<file path="src/rtl/mb_pkg.sv">
package mb_pkg;

    localparam int MB_ID_W   = 8;
    localparam int MB_DATA_W = 32;

    typedef enum logic [1:0] {
        OP_ACQUIRE = 2'd0,
        OP_ATTEMPT = 2'd1,
        OP_RELEASE = 2'd2,
        OP_INSPECT = 2'd3
    } mb_op_e;

    typedef struct packed {
        logic                 held;
        logic [MB_ID_W-1:0]   owner;
        logic [MB_DATA_W-1:0] word;
    } slot_t;

    typedef struct packed {
        slot_t nxt;
        logic  ok;
        logic  err;
    } step_t;

    // One atomic read-modify-write of a slot.
    function automatic step_t mb_step(slot_t cur, mb_op_e op,
                                      logic [MB_ID_W-1:0] who,
                                      logic [MB_DATA_W-1:0] word);
        step_t st;
        st.nxt = cur;
        st.ok  = 1'b0;
        st.err = 1'b0;
        unique case (op)
            OP_ACQUIRE: begin
                if (!cur.held) begin
                    st.nxt = '{held: 1'b1, owner: who, word: word};
                    st.ok  = 1'b1;
                end else if (cur.owner == who) begin
                    st.nxt.word = word;
                    st.ok       = 1'b1;
                end
            end
            OP_ATTEMPT: begin
                if (!cur.held) begin
                    st.nxt = '{held: 1'b1, owner: who, word: word};
                    st.ok  = 1'b1;
                end
            end
            OP_RELEASE: begin
                if (cur.held && cur.owner == who) begin
                    st.nxt.held  = 1'b0;
                    st.nxt.owner = '0;
                    st.ok        = 1'b1;
                end else begin
                    st.err = 1'b1;
                end
            end
            default: st.ok = 1'b1;
        endcase
        return st;
    endfunction

endpackage

</file>
<file path="src/rtl/mb_arbiter.sv">
module mb_arbiter #(
    parameter int NPORTS = 4,
    parameter int PIDX_W = 2
) (
    input  logic [NPORTS-1:0] req,
    input  logic [NPORTS-1:0] mask,
    output logic [NPORTS-1:0] gnt,
    output logic              any,
    output logic [PIDX_W-1:0] idx
);
    // Descending scan: the lowest eligible index is assigned last and wins.
    always_comb begin
        gnt = '0;
        any = 1'b0;
        idx = '0;
        for (int i = NPORTS - 1; i >= 0; i--) begin
            if (req[i] && !mask[i]) begin
                gnt    = '0;
                gnt[i] = 1'b1;
                any    = 1'b1;
                idx    = PIDX_W'(i);
            end
        end
    end
endmodule

</file>
<file path="src/rtl/mb_slot_file.sv">
module mb_slot_file
    import mb_pkg::*;
#(
    parameter int NSLOTS = 8,
    parameter int SLOT_W = 3
) (
    input  logic              clk,
    input  logic              rst,
    input  logic              we,
    input  logic [SLOT_W-1:0] addr,
    input  slot_t             wdata,
    output slot_t             rdata
);
    slot_t cells [NSLOTS];

    for (genvar s = 0; s < NSLOTS; s++) begin : g_cell
        always_ff @(posedge clk) begin
            if (rst)
                cells[s] <= '0;
            else if (we && addr == SLOT_W'(s))
                cells[s] <= wdata;
        end
    end

    always_comb begin
        rdata = '0;
        if (int'(addr) < NSLOTS)
            rdata = cells[addr];
    end
endmodule

</file>
<file path="src/rtl/mb_engine.sv">
module mb_engine
    import mb_pkg::*;
#(
    parameter int NPORTS   = 4,
    parameter int NSLOTS   = 8,
    parameter int SLOT_W   = 3,
    parameter int PIDX_W   = 2,
    parameter int HAS_DATA = 1
) (
    input  logic                          any,
    input  logic [PIDX_W-1:0]             sel,
    input  logic [2*NPORTS-1:0]           req_op,
    input  logic [NPORTS*SLOT_W-1:0]      req_slot,
    input  logic [NPORTS*MB_ID_W-1:0]     req_id,
    input  logic [NPORTS*MB_DATA_W-1:0]   req_data,
    input  slot_t                         cur,
    output logic [SLOT_W-1:0]             slot_idx,
    output logic                          write,
    output slot_t                         nxt,
    output logic                          ok,
    output logic                          err
);
    mb_op_e               op;
    logic [MB_ID_W-1:0]   who;
    logic [MB_DATA_W-1:0] word;
    logic                 in_range;
    step_t                st;

    always_comb begin
        op       = mb_op_e'(req_op[int'(sel)*2 +: 2]);
        slot_idx = req_slot[int'(sel)*SLOT_W +: SLOT_W];
        who      = req_id[int'(sel)*MB_ID_W +: MB_ID_W];
        word     = req_data[int'(sel)*MB_DATA_W +: MB_DATA_W];
        in_range = int'(slot_idx) < NSLOTS;
        st       = mb_step(cur, op, who, word);
    end

    for (genvar g = 0; g < 1; g++) begin : g_word
        if (HAS_DATA != 0) begin : g_keep
            assign nxt = in_range ? st.nxt : cur;
        end else begin : g_drop
            slot_t trimmed;
            always_comb begin
                trimmed      = in_range ? st.nxt : cur;
                trimmed.word = '0;
            end
            assign nxt = trimmed;
        end
    end

    assign write = any && in_range;
    assign ok    = in_range && st.ok;
    assign err   = !in_range || st.err;
endmodule

</file>
<file path="src/rtl/mutex_bank.sv">
module mutex_bank
    import mb_pkg::*;
#(
    parameter  int NPORTS   = 4,
    parameter  int NSLOTS   = 8,
    parameter  int HAS_DATA = 1,
    localparam int SLOT_W   = (NSLOTS > 1) ? $clog2(NSLOTS) : 1,
    localparam int PIDX_W   = (NPORTS > 1) ? $clog2(NPORTS) : 1
) (
    input  logic                         clk,
    input  logic                         rst,
    input  logic [NPORTS-1:0]            req_valid,
    input  logic [2*NPORTS-1:0]          req_op,
    input  logic [NPORTS*SLOT_W-1:0]     req_slot,
    input  logic [NPORTS*MB_ID_W-1:0]    req_id,
    input  logic [NPORTS*MB_DATA_W-1:0]  req_data,
    output logic [NPORTS-1:0]            resp_valid,
    output logic                         resp_ok,
    output logic                         resp_err,
    output logic                         resp_held,
    output logic [MB_ID_W-1:0]           resp_owner,
    output logic [MB_DATA_W-1:0]         resp_data
);
    logic [NPORTS-1:0] gnt;
    logic              any;
    logic [PIDX_W-1:0] sel;
    logic [SLOT_W-1:0] slot_idx;
    logic              write;
    logic              ok;
    logic              err;
    slot_t             cur;
    slot_t             nxt;

    // A port whose answer is on the outputs this cycle sits out one cycle.
    mb_arbiter #(.NPORTS(NPORTS), .PIDX_W(PIDX_W)) u_arb (
        .req  (req_valid),
        .mask (resp_valid),
        .gnt  (gnt),
        .any  (any),
        .idx  (sel)
    );

    mb_engine #(
        .NPORTS(NPORTS), .NSLOTS(NSLOTS), .SLOT_W(SLOT_W),
        .PIDX_W(PIDX_W), .HAS_DATA(HAS_DATA)
    ) u_eng (
        .any      (any),
        .sel      (sel),
        .req_op   (req_op),
        .req_slot (req_slot),
        .req_id   (req_id),
        .req_data (req_data),
        .cur      (cur),
        .slot_idx (slot_idx),
        .write    (write),
        .nxt      (nxt),
        .ok       (ok),
        .err      (err)
    );

    mb_slot_file #(.NSLOTS(NSLOTS), .SLOT_W(SLOT_W)) u_file (
        .clk   (clk),
        .rst   (rst),
        .we    (write),
        .addr  (slot_idx),
        .wdata (nxt),
        .rdata (cur)
    );

    always_ff @(posedge clk) begin
        if (rst) begin
            resp_valid <= '0;
            resp_ok    <= 1'b0;
            resp_err   <= 1'b0;
            resp_held  <= 1'b0;
            resp_owner <= '0;
            resp_data  <= '0;
        end else begin
            resp_valid <= gnt;
            if (any) begin
                resp_ok    <= ok;
                resp_err   <= err;
                resp_held  <= nxt.held;
                resp_owner <= nxt.owner;
                resp_data  <= nxt.word;
            end
        end
    end
endmodule

</file>
<file path="config.mk">
export PLATFORM = sky130hd
export DESIGN_NAME = mutex_bank
export DESIGN_NICKNAME = d
export VERILOG_FILES = /design/src/rtl/mb_pkg.sv /design/src/rtl/mb_arbiter.sv /design/src/rtl/mb_slot_file.sv /design/src/rtl/mb_engine.sv /design/src/rtl/mutex_bank.sv
export SDC_FILE = /design/constraint.sdc
export NUM_CORES = 1
export LEC_CHECK = 0
export CAP_MARGIN = 5
export CELL_PAD_IN_SITES_DETAIL_PLACEMENT = 0
export CELL_PAD_IN_SITES_GLOBAL_PLACEMENT = 1
export CORE_UTILIZATION = 45
export CTS_CLUSTER_DIAMETER = 40
export DETAILED_ROUTE_END_ITERATION = 16
export HOLD_SLACK_MARGIN = 0.05
export PLACE_DENSITY = 0.86
export SETUP_SLACK_MARGIN = 0.02
export SYNTH_ARGS = -nofsm -noshare
export SYNTH_HDL_FRONTEND = slang
export SYNTH_HIERARCHICAL = 1
export SYNTH_SLANG_ARGS = --single-unit
export TNS_END_PERCENT = 20
</file>
<file path="constraint.sdc">
create_clock -name clk -period 10.4 [get_ports clk]
set_clock_uncertainty 0.15 [all_clocks]
set_input_delay 1.56 -clock clk [delete_from_list [all_inputs] [get_ports clk]]
set_output_delay 1.56 -clock clk [all_outputs]
set_load 0.1 [all_outputs]
</file>
==> Yosys cells after proc, flatten, opt, wreduce, memory -nomap -nowiden <==
Memories as Yosys holds them, arrays and structs flattened.
Index checks and enable logic that the tools add are counted.
{ "word_totals": {"regBits": 47, "mem_count": 1, "out_inout_bits": 47, "elab_cells": 112, "mem_bits_rw": 328} }
{ "memory_table": {"columns": ["memory", "depth", "word_bits", "read_ports", "rd_clocked_by_memory_dff", "wr", "line", "text"], "rows": [
  ["u_file.cells", 8, 41, 1, 0, 8, "mb_slot_file.sv:14", "slot_t cells [NSLOTS];"]
]} }
{ "op_classes": {"n_reduce_logical": 22, "n_mul": 1, "shifts": 4, "n_eq_ne": 10, "n_mux": 57, "n_bitwise": 8} }
{ "ops": {"columns": ["cell", "count"], "rows": [
  ["$mux W41", 9],
  ["$shiftx A128 B8 Y32", 1],
  ["$mux W33", 2],
  ["$pmux W32 S2", 1],
  ["$mux W1", 34],
  ["$shiftx A12 B32 Y3", 1],
  ["$shiftx A32 B6 Y8", 1],
  ["$pmux W9 S3", 1],
  ["$logic_and A1 B1 Y1", 13],
  ["$eq A3 B3 Y1 const B", 4],
  ["$mux W2", 5],
  ["$mux W9", 1],
  ["$eq A8 B8 Y1", 1],
  ["$mux W8", 1],
  ["$or A1 B1 Y1", 8],
  ["$shiftx A8 B4 Y2", 1],
  ["$eq A3 B2 Y1 const B", 2],
  ["$logic_not A1 Y1", 4],
  ["$mul A2 B2 Y4 const B", 1],
  ["$mux W4", 1],
  ["$reduce_or A4 Y1", 1],
  ["$eq A3 B1 Y1 const B", 1],
  ["$logic_not A3 Y1", 1],
  ["$mux W3", 1],
  ["6 further kinds", 6]
]} }

==> Longest topological paths before layout <==
{ "depth": {"word_depth": 14, "depth_mapped": 21} }

==> Modules after synthesis <==
Netlist, hierarchy kept.
{ "by_module_without_submodules": {"columns": ["mod", "instances", "cells_each", "area_per_inst_um2", "seq_area_each_um2"], "rows": [
  ["mb_slot_file", 1, 1023, 14954.3, 9849.4],
  ["mb_engine", 1, 333, 2876.5, 0.0],
  ["mutex_bank", 1, 147, 1672.9, 940.9],
  ["mb_arbiter", 1, 14, 95.1, 0.0]
]} }

==> Least setup slack after synthesis <==
Ideal clock, no wire load.
{ "synth_timing": {"path_type": "input port to flip-flop", "startpoint": "input req_valid[3]", "endpoint": "memory u_file/cells[2][0] (netlist bit), enable pin", "required_ps": 9802, "setup_time_ps": 448, "t_arrival_ps": 5862, "stages": 12, "slack_ps": 3940, "cell_sequence": "nor2b_2 > nand2_1 > a21oi_1 > buf_6 > buf_4 > buf_2 > mux4_2 > buf_2 > or2_1 > buf_4 > buf_4 > o21bai_1"} }
{ "synth_lines": {"columns": ["item", "line", "text"], "rows": [
  ["from (decl)", "mutex_bank.sv:12", "input logic [NPORTS-1:0] req_valid,"],
  ["to (decl)", "mb_slot_file.sv:14", null]
]} }

==> results.yml <==
outcome:
  outcome: "completed"
timing:
  fin_crit_sh: 0.778
  slew_viol_final: 0
  rsz0062_at_grt: "false"
  tns_ns: 0
  setup_viol: 0
  layout_min_cycle_time_ns: 8.09
  worstMarginPinSlew_ns: 1.33
  hold_viol_final: 0
  clock.fmax_ghz: 0.124
  slew_headroom: 0.112
  fin_ws_ns: 2.31
min_path:
  holdPathEnd: "resp_data[11]"
  hp-start: "resp_data[11]"
  hold_class: "register to register"
  hold_path_depth: 2
worst_setup_path:
  crit_required_ns: 10.58
  r2r-start: "resp_valid[2]"
  crit_type: "primary input to register"
  crit_fanout: 53
  r2r_end: "u_file/cells[5][39]"
  crit_arrival_ns: 8.27
  worstRegToRegCells: 12
  rrSetupSlack_ns: 3.41
  crit_path_end_kind: "register"
  crit_start: "req_valid[3]"
  cp-start-kind: "primary input"
cts:
  post_cts_buffers: 0
  numClockSinks: 375
  cts_root_buf: "clkbuf_16"
  cts_hold_buf: 0
  h-tree-depth: 2
  cts_tree: "built"
  numCtsBuffers: 55
  clock_latency_ns: 0.59
  clk_pin_slew_ns: 0.06
  clock_path_buffers: 3
  postCtsResizedCells: 0
layout:
  fillers: 3533
  area_growth_syn_to_layout_pct: 22.6
  multiInputGateArea_mm2: 0.00806
  antennaDiodeCount: 0
  layout-drive-gt1-share: 0.167
  nNetsFinal: 1888
  register_area_mm2: 0.0108
logic_synthesis:
  synth_simple_gate_area_frac: 0.180
  synth_top_family_by_area: "simple AND/OR/NAND/NOR gates"
  synthMuxAreaShare: 0.149
  ys_seq_area_frac: 0.551
  syn_inst: 1517
  synthFlopType: "edfxtp_1"
  synth_most_common_cell: "and2_1"
  synth-adder-area-share: 0
  synth-edff-count: 328
  ys_top_cells_by_area: "edfxtp_1 (50%), and2_1 (11%), mux4_2 (6.2%), dfxtp_1 (4.8%), mux2_2 (4.4%)"
  yosysTopAreaCell: "edfxtp_1"
  synth_area_mm2: 0.0196
  syn_avg_cell_area_um2: 12.9
  netlist.area_leader.share: 0.503
  yosys.cell_types.count: 51
  synth_compound_area_frac: 0.0706
  synth_common_cells: "and2_1 (360), edfxtp_1 (328), mux2i_1 (83)"
  synth_xor_area_frac: 0.00626
  ys_ff_latch: 375
  ys_async_sr_fraction: 0
  synth_warnings: 6
  syn-num-nets: 1703
global_routing:
  grt_usage: 0.256
  antenna_found_initial: 0
  grt_start_max_net_pins: 58
  grt_overflow: 0
  grt_pass1_wl_um: 85100
  grt_pass1_vias: 14000
place:
  dp_hpwl_um: 33000
  pre_cts_ws_ns: 1.80
  io_buffer_count: 232
  routabilityCongestion: 0.769
power_and_ir_drop:
  ir_drop_uv: 134
  internal_power_mw: 3.53
  powerDensity_mw_per_mm2: 223
  p_leak_nw: 8.99
  switching_power_mw: 1.83
  combPwrFrac: 0.293
  seqPwrFrac: 0.354
  total_power_mw: 5.36
  switching_share: 0.341
  pwr-share-clk: 0.353
floorplanning:
  dieArea_mm2: 0.0444
  die_width_um: 211
  core_area_mm2: 0.0430
  pin_count: 233
  initial_utilization: 0.456
  dieHeight_um: 211
  row_count: 76
drt:
  drc: 0
  vias_per_cell: 5.97
  via_count: 13900
  wl_per_cell_um: 24.4
  routed_wl_um: 56900
  drt_iter0_markers: 1220
  drtPass1Iterations: 6
  antenna_left: 0
job:
  drv_cap: 0
-- how the worst max path moves through the flow --
stage          cells past startpoint                  end
2_1_floorplan                     12   u_file/cells[2][0]
3_3_place_gp                      13  u_file/cells[1][39]
3_5_place_dp                      13  u_file/cells[6][39]
4_1_cts                           13  u_file/cells[5][39]
5_1_grt                           13  u_file/cells[6][35]
6_report                          13  u_file/cells[5][39]
-- through the flow --
stage / hold WS [ns] / utilization / instances / instance area, um2
after floorplan: 0.807 / - / 1517 / 19600
after global placement: 0.322 / 0.515 / 2230 / 22100
after detailed placement: 0.333 / 0.515 / 2230 / 22100
after CTS: 0.348 / 0.559 / 2332 / 24000
after global routing: 0.357 / 0.559 / 2332 / 24000
final: 0.342 / 0.559 / 2332 / 24000
-- power by group through the flow --
| stage | combinational [mW] | sequential (mW) | clock [mW] |
|---|---|---|---|
| floorplan | 0.786 | 2.23 | 0 |
| global placement | 1.52 | 1.92 | 0 |
| detailed placement | 1.55 | 1.93 | 0 |
| CTS | 1.56 | 1.90 | 1.92 |
| global route | 1.66 | 1.91 | 1.98 |
| finish | 1.57 | 1.89 | 1.89 |
-- layout make-up --
type / instances / area share
clock buffers: 61 / 0.0604
clock inverters: 41 / 0.0186
inverters: 3 / 0.000469
multi-input cells: 1006 / 0.336
flip-flops and latches: 375 / 0.449
well taps: 585 / 0.0305
repair buffers: 261 / 0.105
-- kinds of logic after synthesis --
| logic type | count (synthesis) |
|---|---|
| multiplexers | 214 |
| XOR/XNOR | 8 |
| AO/OA/AOI/OAI | 196 |
| AND/OR/NAND/NOR | 588 |
| flip-flops | 375 |
| buffers and inverters | 136 |
-- critical path: stages --
cell and delay [ns]:
clkdlybuf4s50_1 0.45, nor2b_2 0.15, nand2_1 0.12, a21oi_4 0.77, mux4_4 1.14, nand2_1 1.02
o22ai_1 0.17, a211oi_1 0.56, xnor2_2 0.21, nand4_4 0.57, nor3_2 0.84, o22ai_1 0.37
and2_1 0.24
-- routing by layer --
metal / global-route usage / vias up / share of wire
li1: - / 6069 / -
met1: 0.347 / 6910 / 0.41
met2: 0.412 / 823 / 0.46
met3: 0.0547 / 118 / 0.11
met4: 0.0782 / 0 / 0.023
met5: 0 / - / 0
-- placed cells by master, fill, tap and decap left out, types with 10 or more instances in the layout --
master	n
and2_1	360
edfxtp_1	328
clkdlybuf4s50_1	231
mux2i_1	83
mux2_2	77
nor2_1	69
o22ai_1	63
clkbuf_16	57
mux4_2	53
a221oi_1	49
dfxtp_1	47
o21ai_0	34
nand3_1	32
nand4_1	31
nor3b_1	31
buf_4	29
nand2_1	26
a211oi_1	18
o2bb2ai_1	15
nor2_4	10
-- state kept, by name, indices dropped and copies added (netlist names) --
signal / count
resp_err: 1
resp_valid: 4
resp_owner: 8
resp_ok: 1
u_file/cells: 328
resp_held: 1
resp_data: 32
No activity file was read; power rests on OpenSTA's default activity.
